===== src/rtl/scl_gen_pkg.sv =====
package scl_gen_pkg;

  localparam int WEIGHT_W = 4;

  typedef enum logic [1:0] {
    PH_OFF  = 2'd0,
    PH_LOW  = 2'd1,
    PH_SYNC = 2'd2,
    PH_HIGH = 2'd3
  } phase_t;

  // Strobes from control to datapath
  typedef struct packed {
    logic loadCfg;
    logic clrCnt;
    logic incCnt;
  } dpCtrl_t;

  function automatic logic [WEIGHT_W-1:0] lowWeight(input logic [1:0] sel);
    case (sel)
      2'd1:    lowWeight = WEIGHT_W'(6);
      2'd2:    lowWeight = WEIGHT_W'(11);
      default: lowWeight = WEIGHT_W'(4);   // 0 and the undefined 3
    endcase
  endfunction

  function automatic logic [WEIGHT_W-1:0] highWeight(input logic [1:0] sel);
    case (sel)
      2'd1:    highWeight = WEIGHT_W'(3);
      2'd2:    highWeight = WEIGHT_W'(6);
      default: highWeight = WEIGHT_W'(4);
    endcase
  endfunction

endpackage


===== src/rtl/scl_gen_datapath.sv =====
module scl_gen_datapath
  import scl_gen_pkg::*;
#(
  parameter int DIV_W         = 9,
  parameter int SYNC_OVERHEAD = 4
) (
  input  logic             clk,
  input  logic             rstN,
  input  dpCtrl_t          ctrl,
  input  logic [1:0]       ratioSel,
  input  logic [DIV_W-1:0] divVal,
  input  logic             slaveMode,
  input  logic             sclIn,
  output logic             lowDone,
  output logic             highDone,
  output logic             syncWaitDone,
  output logic             sclSynced
);

  localparam int LEN_W = WEIGHT_W + DIV_W + 1;

  logic [1:0]       syncQ;
  logic [DIV_W-1:0] effDiv;
  logic [LEN_W-1:0] lowLenQ;
  logic [LEN_W-1:0] highLenQ;
  logic [LEN_W-1:0] cntQ;

  // Two-flop synchroniser on the line level
  always_ff @(posedge clk or negedge rstN) begin
    if (!rstN) syncQ <= 2'b00;
    else       syncQ <= {syncQ[0], sclIn};
  end
  assign sclSynced = syncQ[1];

  // Slave mode cannot run with a zero divider
  always_comb begin
    effDiv = divVal;
    if (slaveMode && (divVal == '0)) effDiv = DIV_W'(1);
  end

  // Phase lengths latched at the period boundary
  always_ff @(posedge clk or negedge rstN) begin
    if (!rstN) begin
      lowLenQ  <= '0;
      highLenQ <= '0;
    end else if (ctrl.loadCfg) begin
      lowLenQ  <= LEN_W'(lowWeight(ratioSel))  * (LEN_W'(effDiv) + LEN_W'(1));
      highLenQ <= LEN_W'(highWeight(ratioSel)) * (LEN_W'(effDiv) + LEN_W'(1));
    end
  end

  always_ff @(posedge clk or negedge rstN) begin
    if (!rstN)             cntQ <= '0;
    else if (ctrl.clrCnt)  cntQ <= '0;
    else if (ctrl.incCnt)  cntQ <= cntQ + LEN_W'(1);
  end

  assign lowDone      = (cntQ == lowLenQ - LEN_W'(1));
  assign highDone     = (cntQ == highLenQ - LEN_W'(1));
  assign syncWaitDone = (cntQ >= LEN_W'(SYNC_OVERHEAD - 1));

endmodule


===== src/rtl/scl_gen_control.sv =====
module scl_gen_control
  import scl_gen_pkg::*;
(
  input  logic    clk,
  input  logic    rstN,
  input  logic    enable,
  input  logic    abortCmd,
  input  logic    lowDone,
  input  logic    highDone,
  input  logic    syncWaitDone,
  input  logic    sclSynced,
  output dpCtrl_t ctrl,
  output logic    sclDriveLow,
  output logic    riseStrobe,
  output logic    fallStrobe,
  output logic    busyFlag
);

  phase_t phaseQ, phaseN;
  logic   fallN, riseN, startN;

  always_comb begin
    phaseN = phaseQ;
    ctrl   = '0;
    fallN  = 1'b0;
    riseN  = 1'b0;
    startN = 1'b0;
    if (!enable) begin
      phaseN = PH_OFF;
    end else begin
      case (phaseQ)
        PH_OFF: begin
          phaseN       = PH_LOW;
          ctrl.loadCfg = 1'b1;
          ctrl.clrCnt  = 1'b1;
          fallN        = 1'b1;
          startN       = 1'b1;
        end
        PH_LOW: begin
          if (lowDone) begin
            phaseN      = PH_SYNC;
            ctrl.clrCnt = 1'b1;
          end else begin
            ctrl.incCnt = 1'b1;
          end
        end
        PH_SYNC: begin
          if (syncWaitDone && sclSynced) begin
            phaseN      = PH_HIGH;
            ctrl.clrCnt = 1'b1;
            riseN       = 1'b1;
          end else if (!syncWaitDone) begin
            ctrl.incCnt = 1'b1;
          end
        end
        default: begin
          if (highDone) begin
            phaseN       = PH_LOW;
            ctrl.loadCfg = 1'b1;
            ctrl.clrCnt  = 1'b1;
            fallN        = 1'b1;
          end else begin
            ctrl.incCnt = 1'b1;
          end
        end
      endcase
    end
  end

  always_ff @(posedge clk or negedge rstN) begin
    if (!rstN) begin
      phaseQ     <= PH_OFF;
      fallStrobe <= 1'b0;
      riseStrobe <= 1'b0;
      busyFlag   <= 1'b0;
    end else begin
      phaseQ     <= phaseN;
      fallStrobe <= fallN;
      riseStrobe <= riseN;
      if (startN)        busyFlag <= 1'b1;
      else if (abortCmd) busyFlag <= 1'b0;
    end
  end

  assign sclDriveLow = (phaseQ == PH_LOW);

endmodule


===== src/rtl/scl_clock_gen.sv =====
module scl_clock_gen
  import scl_gen_pkg::*;
#(
  parameter int DIV_W         = 9,
  parameter int SYNC_OVERHEAD = 4
) (
  input  logic             clk,
  input  logic             rstN,
  input  logic             enable,
  input  logic [1:0]       ratioSel,
  input  logic [DIV_W-1:0] divVal,
  input  logic             slaveMode,
  input  logic             sclIn,
  input  logic             abortCmd,
  output logic             sclDriveLow,
  output logic             riseStrobe,
  output logic             fallStrobe,
  output logic             busyFlag
);

  dpCtrl_t dpCtrl;
  logic    lowDone, highDone, syncWaitDone, sclSynced;

  scl_gen_datapath #(
    .DIV_W        (DIV_W),
    .SYNC_OVERHEAD(SYNC_OVERHEAD)
  ) uDatapath (
    .clk         (clk),
    .rstN        (rstN),
    .ctrl        (dpCtrl),
    .ratioSel    (ratioSel),
    .divVal      (divVal),
    .slaveMode   (slaveMode),
    .sclIn       (sclIn),
    .lowDone     (lowDone),
    .highDone    (highDone),
    .syncWaitDone(syncWaitDone),
    .sclSynced   (sclSynced)
  );

  scl_gen_control uControl (
    .clk         (clk),
    .rstN        (rstN),
    .enable      (enable),
    .abortCmd    (abortCmd),
    .lowDone     (lowDone),
    .highDone    (highDone),
    .syncWaitDone(syncWaitDone),
    .sclSynced   (sclSynced),
    .ctrl        (dpCtrl),
    .sclDriveLow (sclDriveLow),
    .riseStrobe  (riseStrobe),
    .fallStrobe  (fallStrobe),
    .busyFlag    (busyFlag)
  );

endmodule


===== config.mk =====
export PLATFORM = sky130hd
export DESIGN_NAME = scl_clock_gen
export DESIGN_NICKNAME = d
export VERILOG_FILES = /design/src/rtl/scl_gen_pkg.sv /design/src/rtl/scl_gen_datapath.sv /design/src/rtl/scl_gen_control.sv /design/src/rtl/scl_clock_gen.sv
export SDC_FILE = /design/constraint.sdc
export NUM_CORES = 1
export LEC_CHECK = 0
export BUFFER_PORTS_ARGS = -buffer_cell sky130_fd_sc_hd__buf_2
export CAP_MARGIN = 30
export CORE_MARGIN = 8
export CORE_UTILIZATION = 25
export DETAILED_ROUTE_END_ITERATION = 7
export PLACE_DENSITY = 0.4
export SLEW_MARGIN = 10
export SYNTH_ARGS = -nofsm -noshare
export SYNTH_HDL_FRONTEND = slang
export SYNTH_HIERARCHICAL = 1
export SYNTH_SLANG_ARGS = --single-unit

===== constraint.sdc =====
create_clock -name clk -period 12.2 [get_ports clk]
set_clock_uncertainty 0.15 [all_clocks]
set_input_delay 1.83 -clock clk [delete_from_list [all_inputs] [get_ports clk]]
set_output_delay 1.83 -clock clk [all_outputs]
set_load 0.1 [all_outputs]

# Yosys cells after proc, flatten, opt, wreduce, memory -nomap -nowiden

Cells that the tools add are included.

Magnitude comparators: 1
Multiply operators: 2
Equality and inequality tests: 9
Multiplexer cells: 32
Reduce and logical (&&, ||, !) cells: 8
Add/sub/neg operators: 4

Operator list:

| cell                    | number |
|---|---|
| $eq A14 B14 Y1          | 2 |
| $mul A4 B14 Y14         | 2 |
| $mux W14                | 2 |
| $sub A14 B1 Y14 const B | 2 |
| $add A14 B1 Y14 const B | 1 |
| $ge A14 B2 Y1 const B   | 1 |
| $mux W1                 | 14 |
| $add A9 B1 Y10 const B  | 1 |
| $mux W2                 | 5 |
| $logic_not A9 Y1        | 1 |
| $mux W9                 | 1 |
| $mux W4                 | 2 |
| $pmux W4 S2             | 1 |
| $ne A3 B2 Y1 const B    | 2 |
| $pmux W1 S3             | 2 |
| $pmux W2 S3             | 1 |
| $pmux W3 S2             | 1 |
| $ne A5 B1 Y1 const B    | 1 |
| $eq A2 B1 Y1 const B    | 2 |
| $eq A2 B2 Y1 const B    | 2 |
| $pmux W1 S2             | 2 |
| $reduce_bool A2 Y1      | 2 |
| $mux W3                 | 1 |
| $reduce_and A3 Y1       | 1 |
| 3 further kinds         | 4 |

Output and inout bits: 4
Bits of input ports: 17
Word-level logic and storage cells: 64
Register bits after elaboration: 49

# Logic depth before layout (Yosys ltp)

Gate-level depths: netlist of run 1.

Word-level depth: 7
Gate-level depth with buffers: 18
Gate-level depth less buffers: 17

# Modules after synthesis

Netlist of run 1, hierarchy kept.

Modules (own cells, without submodules):

| module           | times used | seq. area each (um^2) | cells an instance | area an instance (um^2) |
|---|---|---|---|---|
| scl_gen_datapath | 1          | 1101.1                | 593               | 5122.4 |
| scl_gen_control  | 1          | 125.1                 | 37                | 352.8 |

# Least setup slack after synthesis of run 1

No wires, ideal clock.

Path kind: in2reg
From: input divVal[2]
To: register uDatapath.lowLenQ[10]
Required time: 11.925 ns
Setup slack: 6.139 ns
Library setup time: 0.125 ns
Path buffers: 1
Stages on the path: 16
Arrival time: 5.787 ns
Cell sequence: clkbuf_1 > nor4_1 > a41o_1 > ha_1 > xor2_1 > nand2b_1 > fa_1 > fa_1 > inv_1 > fa_1 > a211oi_1 > o21bai_1 > a211o_1 > a31oi_1 > xnor2_1 > mux2_2

Longest elaborated chain between the ends: 5

Ends and longest elaborated chain:

| what                 | RTL line               | source |
|---|---|---|
| start, declared      | scl_clock_gen.sv:11    | `input logic [DIV_W-1:0] divVal,` |
| $logic_not A9 Y1     | scl_gen_datapath.sv:38 | `if (slaveMode && (divVal == '0)) effDiv = DIV_W'(1);` |
| $logic_and A1 B1 Y1  | scl_gen_datapath.sv:38 |  |
| $mux W9 (*)          | scl_gen_datapath.sv:38 |  |
| $add A9 B1 Y10 (*)   | scl_gen_datapath.sv:47 | `lowLenQ <= LEN_W'(lowWeight(ratioSel)) * (LEN_W'(effDiv) + LEN_W'(1));` |
| $mul A4 B14 Y14 (*)  | scl_gen_datapath.sv:47 |  |
| end signal, assigned | scl_gen_datapath.sv:47 |  |
| end, declared        | scl_gen_datapath.sv:24 | `logic [LEN_W-1:0] lowLenQ;` |

Every way passes the cells marked *; elsewhere a longest branch is shown, timed or not.
A chain may end at the register's enable or synchronous reset.

# Worst setup path after layout of run 1

Same ends and word-level chain as after synthesis.

==> impl_metrics.ini, run 1 <==
[synthesis]
synth_top_area_share_pct = 22.4
ys_warn_count = 6
yosys.area.top_type = dfrtp_1
synth_common_cells = 80 x inv_1, 54 x ha_1, 53 x nor2_1, 49 x dfrtp_1, 40 x xnor2_1
yosysUniqueCellTypes = 65
synth_area_leaders = dfrtp_1 22%, ha_1 12%, fa_1 8.8%
synth_fp_nets = 725
synthFlopType = dfrtp_1
synthArstFlopShare_pct = 100
synth-seq-cells = 49
yosysMostFrequentCell = inv_1
avgSynthCellArea_um2 = 8.69
syn_inst = 630
syn-cell-area_um2 = 5480
synth_edf_count = 0
synth_seq_area_share_pct = 22.4

[place]
place_congestion = 0.859
hpwl_mm = 11.2
portBuffers = 20

[clock_tree]
h-tree-depth = 2
post_cts_resized = 0
ctsHoldBuffers = 0
cts_max_path_buffers = 2
cts_setup_buffers = 0
clk_pin_slew_worst_paths_ns = 0.07
root_buffer = clkbuf_16
cts_made_buffers = 5
clk_latency_ns = 0.29
cts_tree = yes
cts.sinks = 49

[finish]
insertedDiodeCount = 0
nets = 728
drive_gt1_share_pct = 10.1
nFillCells = 2302
area.growth.synth_to_final_pct = 9.23

[sta]
setup_viol = 0
rsz0062_at_grt = false
drv_slew = 0
fmaxAchievable_mhz = 163
slew_headroom_pct = 56.6
fin_crit_sh_pct = 50.2
hold_violations = 0
min_period_ns = 6.12
fin_tns_setup_ns = 0
tightestPinTransition_ns = 0.651
whs_ns = 0.201

[critical_path]
crit_type = in -> reg
endpoint_kind = register
critPathArrivalTime_ns = 6.15
cp_max_fo = 7
worstReg2RegEnd = uDatapath/cntQ[11]
ff2ff_setup_slack_ns = 7.80
rr_worst_depth = 18
start_kind = input port
r2r-start = uDatapath/lowLenQ[0]
required_ns = 12.23

[power_and_ir_drop]
peakVddDrop_mv = 0.0655
power.net_switching_w = 0.000436
clock_power_share_pct = 16.8
p_leak_nw = 2.85
power_frac_comb_pct = 53.9
p_int_w = 0.000546
p_per_area_nw_per_um2 = 164
pwr-share-seq_pct = 29.3
swShare_pct = 44.4

[hold_path]
min_from = uDatapath/syncQ[0]
hold_class = reg -> reg
worstHoldEndpoint = uDatapath/syncQ[1]
hold-path-cell-count = 0

[route]
vias = 4244
drt-initial-drc-count = 150
wire_per_inst_um = 15.0
drcViolationCount = 0
ant_nets = 0
drt-total-wl_mm = 13.7
viasPerCell = 4.64
dr.pass1.iters = 4

[die]
initial_utilization_pct = 25.2
die_y_um = 164
fp.dieArea_um2 = 26900
ios = 21
core_region_area_um2 = 21700
die_w_um = 164
num_rows = 54

[global_route]
grt_usage_pct = 10.4
grt_pass1_wl_mm = 22.7
antenna_found_initial = 0
grt_max_degree = 50
overflow = 0
first_global_vias = 4374

[flow_run]
drv_cap = 0

[status]
status = finished, final reports clean
worst max-delay path by stage:
stage              start                    end  depth (start not counted)
6_report       divVal[2]  uDatapath/lowLenQ[10]                         16
5_1_grt        divVal[2]  uDatapath/lowLenQ[10]                         16
3_5_place_dp   divVal[2]  uDatapath/lowLenQ[10]                         16
4_1_cts        divVal[2]  uDatapath/lowLenQ[10]                         16
2_1_floorplan  divVal[2]  uDatapath/lowLenQ[10]                         16
3_3_place_gp   divVal[2]  uDatapath/lowLenQ[10]                         16
layout by cell type (no fill, tap or decap), types with 6 or more instances in the layout:
cell | netlist | routed
nor2_1 | 53 | 53
nor2b_1 | 14 | 14
a21oi_1 | 19 | 18
ha_1 | 54 | 54
fa_1 | 24 | 24
xnor2_1 | 40 | 40
nor3_1 | 9 | 9
mux2_2 | 17 | 17
a211oi_1 | 7 | 7
nand4_1 | 7 | 7
o21ai_0 | 24 | 24
nor4_1 | 9 | 9
dfrtp_1 | 49 | 49
nand2b_1 | 14 | 14
xor2_1 | 31 | 31
buf_2 | 0 | 20
and2_1 | 6 | 6
a31oi_1 | 9 | 9
and3_1 | 6 | 6
a21o_1 | 9 | 9
nand3_1 | 21 | 21
nand2_1 | 35 | 35
inv_1 | 80 | 80
per-stage QoR:
step                cells  setup WS, ns  cell area (um2)  total power, W  utilization (%)
global route          914          5.78             5980         0.00108             27.6
finish                914          6.08             5980        0.000983             27.6
floorplan             630          6.14             5480        0.000706                -
CTS                   914          6.07             5980         0.00100             27.6
detailed placement    906          5.76             5800        0.000829             26.8
global placement      906          5.89             5800        0.000817             26.8
area by class of cell:
cell class,instances,area [um2],share of cell area (%)
Inverter,80,300,5.02
Clock inverter,2,37.5,0.628
Multi-Input combinational cell,474,3800,63.6
Sequential cell,49,1230,20.5
Timing Repair Buffer,23,123,2.05
Tap cell,280,350,5.86
Clock buffer,6,139,2.32
registers in the layout, summed over array words and instances (netlist names):
signal / count
uControl/riseStrobe: 1
uDatapath/lowLenQ: 14
uDatapath/syncQ: 2
uDatapath/cntQ: 14
uDatapath/highLenQ: 14
uControl/phaseQ: 2
uControl/busyFlag: 1
uControl/fallStrobe: 1
kinds of logic (layout without fill, tap and decap cells):
logic type / Yosys count / in the layout / share of synthesized area [%]
buffers and inverters: 107 / 111 / 8.32
muxes: 22 / 22 / 4.41
and+or+nand+nor: 205 / 205 / 20.4
DFF: 49 / 49 / 22.4
adders and majority gates: 78 / 78 / 21.1
xor gates and xnor gates: 71 / 71 / 11.4
AOI/OAI and AO/OA: 98 / 98 / 12.0
metal layers:
layer / share of wire [%] / track usage [%]
met1: 50 / 14.2
met4: 1.8 / 3.10
met2: 46 / 16.8
met5: 0 / 0
met3: 2.5 / 1.48
critical path, cell delays in order:
cell and delay, ns:
buf_2 0.14, nor4_1 0.28, a41o_1 0.30, ha_1 0.29
xor2_1 0.25, nand2b_1 0.14, fa_1 0.48, fa_1 0.55
inv_1 0.07, fa_1 0.47, a211oi_1 0.30, o21bai_1 0.18
a211o_1 0.32, a31oi_1 0.19, xnor2_1 0.09, mux2_2 0.26
power by group through the flow:
stage	sequential [W]	clock, W	combinational (W)
6_report	0.000288	0.000165	0.000530
3_5_place_dp	0.000293	0	0.000536
2_1_floorplan	0.000281	0	0.000424
3_3_place_gp	0.000289	0	0.000527
5_1_grt	0.000300	0.000179	0.000596
4_1_cts	0.000289	0.000171	0.000539
Power figures use the tool's default switching activity.
==> run 2: changes to the inputs <==
- clock period: 12.2 -> 6.3 ns (I/O delays scaled with it)
==> run 2 against run 1 <==
  * Die area is the same
  * Wire length decreased by 0.86%
  * Cell area rose by 0.29%
  * Core utilization grew 0.081 points
  * Setup slack worse by 5.1 ns
  * Non-clock buffer count is the same
  * Register-to-register slack lost 5.9 ns
  * Via count up 1.2%
  * Critical path depth did not move
  * Combinational power increased by 96%
  * Sequential power up 94%
  * First-iteration DRC count increased by 25%
==> impl_metrics.ini, run 2 (synthesized netlist as in run 1, its figures left out) <==
[status]
status = finished, final reports clean

[finish]
layout_commonest_cell = inv_1
area.growth.synth_to_final_pct = 9.55
multi_input_area_um2 = 3800
drive_gt1_share_pct = 10.1
insertedDiodeCount = 0
top_regs = uDatapath/cntQ (14), uDatapath/highLenQ (14), uDatapath/lowLenQ (14)
nets = 728
layout_common_cells = 80 x inv_1, 54 x ha_1, 53 x nor2_1, 49 x dfrtp_1, 40 x xnor2_1
final_cells = 914
postLayoutCellArea_um2 = 6000
seq_area_um2 = 1230
nFillCells = 2310

[global_route]
grt_pass1_wl_mm = 22.6
grt-busiest-layer = met2
grt_usage_pct = 10.4
grt_max_degree = 50
overflow = 0
met1_usage_pct = 13.9
first_global_vias = 4325
grt_util_met3_pct = 1.13
grtUsageMet2_pct = 17.5
antenna_found_initial = 0

[power_and_ir_drop]
peakVddDrop_mv = 0.122
p_per_area_nw_per_um2 = 324
p_leak_nw = 2.86

[route]
drt-total-wl_mm = 13.6
viasPerCell = 4.70
ant_nets = 0
drcViolationCount = 0
drt-initial-drc-count = 187
vias = 4293
wire_per_inst_um = 14.9
dr.pass1.iters = 4

[clock_tree]
ctsHoldBuffers = 0
h-tree-depth = 2
root_buffer = clkbuf_16
cts_made_buffers = 5
post_cts_resized = 0
clk_pin_slew_worst_paths_ns = 0.07
cts.sinks = 49
cts_max_path_buffers = 2
cts_setup_buffers = 0
cts_tree = yes
clk_latency_ns = 0.29

[flow_run]
drv_cap = 0

[sta]
hold_violations = 0
drv_slew = 0
slew_headroom_pct = 55.6
rsz0062_at_grt = false
fin_crit_sh_pct = 83.8
fin_tns_setup_ns = 0
setup_viol = 0
tightestPinTransition_ns = 0.666
fmaxAchievable_mhz = 189
min_period_ns = 5.28

[critical_path]
endpoint_kind = register
cp_max_fo = 7
cpPeakStageDelay_ns = 0.54
ff2ff_setup_slack_ns = 1.88
critPathLaunch = divVal[2]
worstReg2RegEnd = uDatapath/cntQ[11]
required_ns = 6.33
start_kind = input port
crit_slowest_cell = fa_1
critPathArrivalTime_ns = 5.31
path_common_cell = fa_1
rr_worst_depth = 18
crit_type = in -> reg
crit_chain = buf_2 -> nor4_1 -> a41o_1 -> ha_1 -> xor2_1 -> nand2b_1 -> fa_1 -> fa_1 -> inv_1 -> fa_1 -> a211oi_1 -> o21bai_1 -> a211o_1 -> a31oi_1 -> xnor2_1 -> mux2_2
r2r-start = uDatapath/lowLenQ[0]

[die]
die_y_um = 164
ios = 21
core_region_area_um2 = 21700
num_rows = 54
initial_utilization_pct = 25.2
die_w_um = 164
fp.dieArea_um2 = 26900

[hold_path]
min_from = uDatapath/syncQ[0]
worstHoldEndpoint = uDatapath/syncQ[1]
hold-path-cell-count = 0
hold_class = reg -> reg

[place]
dp_cells = 906
portBuffers = 20
hpwl_mm = 11.1
place_congestion = 0.852
post_dp_cell_area_um2 = 5800
## run 2: cell types whose count changed in the layout (fill, tap and decap cells not counted)
| cell | previous run | this run |
|---|---|---|
| clkinvlp_4 | 1 | 0 |
| bufinv_16 | 1 | 2 |
| inv_6 | 0 | 1 |
| clkbuf_8 | 1 | 0 |
## run 2: metal layers
layer	vias up	part of all wire (%)
li1	2130	-
met1	2041	49
met2	105	46
met3	17	2.9
met4	0	1.8
met5	-	0
## run 2: report_power, final
part           leakage, nW  total (W)  internal, W  switching [W]
registers            0.629   0.000559     0.000408       0.000151
logic                 2.14    0.00104     0.000454       0.000583
clock network       0.0944   0.000350     0.000229       0.000121
total                 2.86    0.00195      0.00109       0.000855
## run 2: worst max path at each step
stage	to	slack, ns	cells after the start
after detailed placement	uDatapath/lowLenQ[10]	0.78	16
final	uDatapath/lowLenQ[10]	1.02	16
after CTS	uDatapath/lowLenQ[10]	1.09	16
after floorplan	uDatapath/lowLenQ[10]	1.12	16
after global routing	uDatapath/lowLenQ[10]	0.67	16
after global placement	uDatapath/lowLenQ[10]	0.89	16
## run 2: final cells by class
cell class / instances / share of cell area (%)
clock inverter: 3 / 1.15
inverter: 80 / 5.01
multi-input combinational: 474 / 63.4
clock buffer: 5 / 2.09
timing repair buffer: 23 / 2.04
tap: 280 / 5.84
sequential: 49 / 20.4
## run 2: critical path, delay by kind of cell
kind	cells	cell delay [ns]
fa+ha+maj	4	1.80
compound gates	5	1.29
simple gates	2	0.44
xor+xnor	2	0.35
mux	1	0.26
buf+inv	2	0.20
## run 2: metrics by stage
step                worst slack [ns]  total power, W  util (%)  hold WS [ns]
finish                          1.02         0.00195      27.7         0.204
global route                   0.672         0.00212      27.7         0.222
CTS                             1.09         0.00197      27.7         0.213
detailed placement             0.779         0.00161      26.8         0.197
global placement               0.891         0.00158      26.8         0.188
floorplan                       1.12         0.00137         -         0.181
